### config.mk
export PLATFORM = sky130hd
export DESIGN_NAME = sample_gate_ctrl
export DESIGN_NICKNAME = d
export VERILOG_FILES = /design/src/rtl/sgc_pkg.sv /design/src/rtl/sgc_mode_reg.sv /design/src/rtl/sgc_input_reg.sv /design/src/rtl/sgc_enable_pipe.sv /design/src/rtl/sample_gate_ctrl.sv
export SDC_FILE = /design/constraint.sdc
export NUM_CORES = 1
export LEC_CHECK = 0
export CAP_MARGIN = 10
export CORE_ASPECT_RATIO = 0.9
export CORE_MARGIN = 4
export CORE_UTILIZATION = 42
export CTS_BUF_LIST = sky130_fd_sc_hd__clkbuf_8
export DETAILED_ROUTE_END_ITERATION = 8
export PLACE_DENSITY = 0.95
export SYNTH_ARGS = -nofsm -noshare
export SYNTH_HDL_FRONTEND = slang
export SYNTH_SLANG_ARGS = --single-unit
### constraint.sdc
create_clock -name clk -period 1.45 [get_ports clk]
set_clock_uncertainty 0.2 [all_clocks]
set_input_delay 0.145 -clock clk [delete_from_list [all_inputs] [get_ports clk]]
set_output_delay 0.145 -clock clk [all_outputs]
set_load 0.02 [all_outputs]
### src/rtl/sgc_pkg.sv
// Package: shared types and helpers for the gated sample-enable controller.
// Assumes: mode encoding 0 = gated, 1 = interpolated.
package sgc_pkg;

    typedef enum logic {
        SGC_GATED  = 1'b0,
        SGC_INTERP = 1'b1
    } sgc_mode_e;

    // Decide whether the current clock carries a sample for the chain.
    function automatic logic sgc_accept(input sgc_mode_e mode, input logic en_n);
        return (mode == SGC_INTERP) ? 1'b1 : ~en_n;
    endfunction

    // Decide whether the input register takes new contents this clock.
    function automatic logic sgc_load(input sgc_mode_e mode, input logic en_n);
        return (mode == SGC_INTERP) | ~en_n;
    endfunction

endpackage

### src/rtl/sgc_mode_reg.sv
// Module: holds the gated/interpolated mode bit.
// Assumes: a write takes effect for the edge after the one that stores it;
// reset returns the block to gated operation.
module sgc_mode_reg
    import sgc_pkg::*;
(
    input  logic      clk,
    input  logic      rst_n,
    input  logic      wr,
    input  logic      wr_val,
    output sgc_mode_e mode
);

    sgc_mode_e mode_q;

    // Store the mode on a write strobe, clear it on reset.
    always_ff @(posedge clk) begin
        if (!rst_n) begin
            mode_q <= SGC_GATED;
        end else if (wr) begin
            mode_q <= wr_val ? SGC_INTERP : SGC_GATED;
        end
    end

    assign mode = mode_q;

endmodule

### src/rtl/sgc_input_reg.sv
// Module: I/Q input capture register with zero-stuffing.
// Assumes: in gated mode a high enable holds the lanes; in interpolated mode
// a high enable writes zero. One generate lane per component.
module sgc_input_reg
    import sgc_pkg::*;
#(
    parameter int DATA_W = 10
) (
    input  logic              clk,
    input  logic              rst_n,
    input  sgc_mode_e         mode,
    input  logic              en_n,
    input  logic [DATA_W-1:0] i_in,
    input  logic [DATA_W-1:0] q_in,
    output logic [DATA_W-1:0] i_out,
    output logic [DATA_W-1:0] q_out
);

    localparam int LANES = 2;

    logic [LANES-1:0][DATA_W-1:0] lane_in;
    logic [LANES-1:0][DATA_W-1:0] lane_q;
    logic                         load;
    logic                         stuff;

    assign lane_in[0] = i_in;
    assign lane_in[1] = q_in;
    assign load       = sgc_load(mode, en_n);
    assign stuff      = en_n;

    for (genvar g = 0; g < LANES; g++) begin : g_lane
        // Capture data, write zero or hold, depending on mode and enable.
        always_ff @(posedge clk) begin
            if (!rst_n) begin
                lane_q[g] <= '0;
            end else if (load) begin
                lane_q[g] <= stuff ? '0 : lane_in[g];
            end
        end
    end

    assign i_out = lane_q[0];
    assign q_out = lane_q[1];

endmodule

### src/rtl/sgc_enable_pipe.sv
// Module: shift chain that delays the accepted-sample flag, one flop per
// downstream stage, so that stage k fires k+1 cycles after the capture edge.
// Assumes: STAGES >= 1.
module sgc_enable_pipe #(
    parameter int STAGES = 4
) (
    input  logic              clk,
    input  logic              rst_n,
    input  logic              accept,
    output logic [STAGES-1:0] stage_en
);

    logic [STAGES-1:0] en_q;

    for (genvar k = 0; k < STAGES; k++) begin : g_stage
        if (k == 0) begin : g_head
            // First stage samples the accept flag directly.
            always_ff @(posedge clk) begin
                if (!rst_n) en_q[k] <= 1'b0;
                else        en_q[k] <= accept;
            end
        end else begin : g_tail
            // Later stages copy the stage in front of them.
            always_ff @(posedge clk) begin
                if (!rst_n) en_q[k] <= 1'b0;
                else        en_q[k] <= en_q[k-1];
            end
        end
    end

    assign stage_en = en_q;

endmodule

### src/rtl/sample_gate_ctrl.sv
// Module: top of the gated sample-enable controller.
// Captures I/Q on accepted clocks and hands a delayed enable to each
// downstream stage. Assumes synchronous active-low reset.
module sample_gate_ctrl
    import sgc_pkg::*;
#(
    parameter int DATA_W = 10,
    parameter int STAGES = 4
) (
    input  logic              clk,
    input  logic              rst_n,
    input  logic              cfg_wr,
    input  logic              cfg_interp,
    input  logic              in_en_n,
    input  logic [DATA_W-1:0] i_in,
    input  logic [DATA_W-1:0] q_in,
    output logic [DATA_W-1:0] i_out,
    output logic [DATA_W-1:0] q_out,
    output logic [STAGES-1:0] stage_en
);

    sgc_mode_e interp_mode;
    logic      accept;

    sgc_mode_reg u_mode (
        .clk    (clk),
        .rst_n  (rst_n),
        .wr     (cfg_wr),
        .wr_val (cfg_interp),
        .mode   (interp_mode)
    );

    assign accept = sgc_accept(interp_mode, in_en_n);

    sgc_input_reg #(.DATA_W(DATA_W)) u_inreg (
        .clk   (clk),
        .rst_n (rst_n),
        .mode  (interp_mode),
        .en_n  (in_en_n),
        .i_in  (i_in),
        .q_in  (q_in),
        .i_out (i_out),
        .q_out (q_out)
    );

    sgc_enable_pipe #(.STAGES(STAGES)) u_pipe (
        .clk      (clk),
        .rst_n    (rst_n),
        .accept   (accept),
        .stage_en (stage_en)
    );

endmodule

==> results of run 1 <==
synthesized netlist by cell type:
cell | n | share of area (%)
dfxtp_1 | 25 | 52
nand2b_1 | 20 | 13
nand3b_1 | 16 | 12
o21ai_1 | 16 | 8.3
clkbuf_1 | 4 | 1.6
and2_1 | 3 | 1.9
o2bb2ai_1 | 3 | 2.7
buf_2 | 2 | 1.0
nor2b_1 | 2 | 1.3
a21boi_0 | 1 | 0.78
a2bb2o_4 | 1 | 2.1
buf_6 | 1 | 1.2
inv_1 | 1 | 0.39
mux2i_1 | 1 | 1.0
nand2_1 | 1 | 0.39
repair_timing:
| action | 4_1_cts | 5_1_grt |
|---|---|---|
| setup buffers | 0 | 0 |
| setup endpoints to repair | 24 | 0 |
| resized for setup | 24 | 0 |
| endpoints found under the hold margin | 0 | 0 |
area by class of cell:
class,count,area (µm²)
fillers,181,686
flip-flops and latches,25,500
repair buffers,53,488
multi-input cells,64,424
clock buffers,3,41.3
well taps,27,33.8
clock inverters,1,5.00
inverters,1,3.75
power by group through the flow:
stage                     logic, mW  registers, mW  clock network, mW
after floorplan              0.0853          0.804                  0
after global placement        0.284          0.762                  0
after detailed placement      0.292          0.764                  0
after CTS                     0.269          0.746              0.408
after global routing          0.283          0.751              0.434
final                         0.266          0.745              0.402
sequential cells by signal (all words and copies together), names as in the netlist:
name,count
u_mode.mode,1
u_inreg.i_out,10
u_inreg.q_out,10
u_pipe.stage_en,4
worst paths after layout:
| check | start | to | slack, ps | depth (start not counted) |
|---|---|---|---|---|
| worst min register to register | u_pipe.stage_en[1]$_SDFF_PN0_ | u_pipe.stage_en[2]$_SDFF_PN0_ | 270 | 1 |
| worst max-delay path | u_inreg.q_out[6]$_SDFFE_PN0P_ | q_out[6] | 150 | 1 |
| worst max register to register | u_mode.mode$_SDFFE_PN0P_ | u_inreg.i_out[7]$_SDFFE_PN0P_ | 280 | 3 |
| worst min-delay path | q_in[5] | u_inreg.q_out[5]$_SDFFE_PN0P_ | 240 | 3 |
per-layer routing:
layer  routed length, µm  part of all wire, %  vias to the layer above
li1                    -                    -                      427
met1                1040                   41                      403
met2                1190                   47                       36
met3                 274                   11                        2
met4                  14                 0.56                        0
met5                   0                    0                        -
cell families (layout without fill, tap and decap cells):
kind of cell	count (synthesis)	count (layout)	share of synthesized area, %
AOI/OAI and AO/OA	21	21	13.9
muxes	1	1	1.04
and+or+nand+nor	42	42	29.1
buffers and inverters	8	58	4.15
DFF	25	25	51.9
per-stage QoR:
stage | total power [mW] | setup WS (ps)
floorplan | 0.889 | 434
global placement | 1.05 | 90.4
detailed placement | 1.06 | -4.53
CTS | 1.42 | 140
global route | 1.47 | 99.3
finish | 1.41 | 147
==> metrics.md, run 1 <==
| Metric | Value |
|---|---|
| Yosys warns | `0` |
| WP data arrival | `960 ps` |
| CTS Hold Buffers Added | `0` |
| Via-per-instance ratio | `4.99` |
| Initial drt markers | `9` |
| DIE WIDTH | `58.5 µm` |
| Share of cells above drive strength 1 | `6.80%` |
| Diode count | `0` |
| Met1 Usage GRT | `17.9%` |
| Slew @ Worst Pin | `363 ps` |
| Power density over the cells | `945 nW/µm²` |
| #FFs+latches synth | `25` |
| DR WL/cell | `14.5 µm` |
| Clock Power Share | `28.5%` |
| CP top delay family | `buffers and inverters` |
| Slew Limit Fails | `0` |
| Critical Path RT | `1110 ps` |
| Sink Count | `25` |
| Non-Filler Instances | `174` |
| Via count | `868` |
| Crit Path Class | `reg -> out` |
| Pin count of the biggest net entering global routing | `21` |
| Input/output buffers | `48` |
| Commonest non-fill, non-tap cell in the layout | `dfxtp_1` |
| GRT Util Overall | `16.6%` |
| CP Capture Type | `output pin` |
| Io pins | `49` |
| Sw power | `355 µW` |
| Rows | `16` |
| Crit share post-route | `89.8%` |
| Placed insts | `170` |
| CP cell instances | `dlygate4sd2_1` |
| Core outline area | `2180 µm²` |
| Post-synthesis cell count | `97` |
| Final Hold Vio Count | `0` |
| Number of antenna violations at the first check in global routing | `0` |
| Fin area | `1500 µm²` |
| GRT Max-Usage Layer | `met2` |
| Final setup viols | `0` |
| Worst path bufs/invs | `1` |
| Run status | `complete, no violations` |
| Worst-skew pair later-pin latency | `260 ps` |
| H-tree Lvls | `1` |
| Reg clk slew, reported paths | `90 ps` |
| Max Cap Violations | `0` |
| Area Growth Syn to Fin | `55.1%` |
| P_int | `1.06 mW` |
| Sw Ratio | `25.1%` |
| Worst vdd ir | `0.000630 V` |
| Hold Slack | `243 ps` |
| Leak pwr | `0.635 nW` |
| Hold Crit Class | `in -> reg` |
| Met3 Use GR | `7.07%` |
| First-pass GRT wire length | `3.96 mm` |
| Initial Util | `44.2%` |
| Startpoint types | `register` |
| Fmax | `768 MHz` |
| Setup TNS Final | `0 ps` |
| Fin crit period | `1300 ps` |
| RSZ-0062 raised after global routing | `false` |
| CP max stage cell | `dlygate4sd2_1` |
| Root Buffer | `clkbuf_8` |
| DRC Markers | `0` |
| Dpl hpwl | `1.90 mm` |
| Fin util | `68.6%` |
| Die Height | `53.5 µm` |
| Placed Area | `1480 µm²` |
| Final wirelength | `2.52 mm` |
| GR met2 Demand/Resource | `29.4%` |
| Cell Area, Synth | `965 µm²` |
| Num CTS Buffers | `3` |
| Seq/Total Area, Yosys | `51.9%` |
| Gpl congestion | `0.786` |
| Synth cell types | `15` |
| Critical Path Fanout Max | `2` |
| CTS tree | `yes` |
| Slowest stage delay, CP | `350 ps` |
| Relative slew margins | `75.8%` |
| Combinational Power Share | `18.8%` |
| Sequential share of power | `52.7%` |
| Synthesized area per cell | `9.95 µm²` |
| Final #Nets | `173` |
| Most frequent cells in the layout | `dfxtp_1 (25), clkdlybuf4s50_1 (24), dlygate4sd2_1 (24)` |
| Detailed Routing Iterations Pass 1 | `4` |
| Total gr overflow | `0` |
| Clk buf depth | `2` |
| Syn_nets | `122` |
| Antenna Nets Post-Route | `0` |
| Vias in the first global route | `908` |
| DIE AREA | `3130 µm²` |
Power figures use the tool's default switching activity.
==> run 2, diff against run 1 <==
--- a/config.mk
+++ b/config.mk
@@ -5,7 +5,7 @@
 export SDC_FILE = /design/constraint.sdc
 export NUM_CORES = 1
 export LEC_CHECK = 0
-export CAP_MARGIN = 10
+export CAP_MARGIN = 20
 export CORE_ASPECT_RATIO = 0.9
 export CORE_MARGIN = 4
 export CORE_UTILIZATION = 42
==> results of run 2 <==
The final DEF is identical to that of run 1; final timing and power are the same.
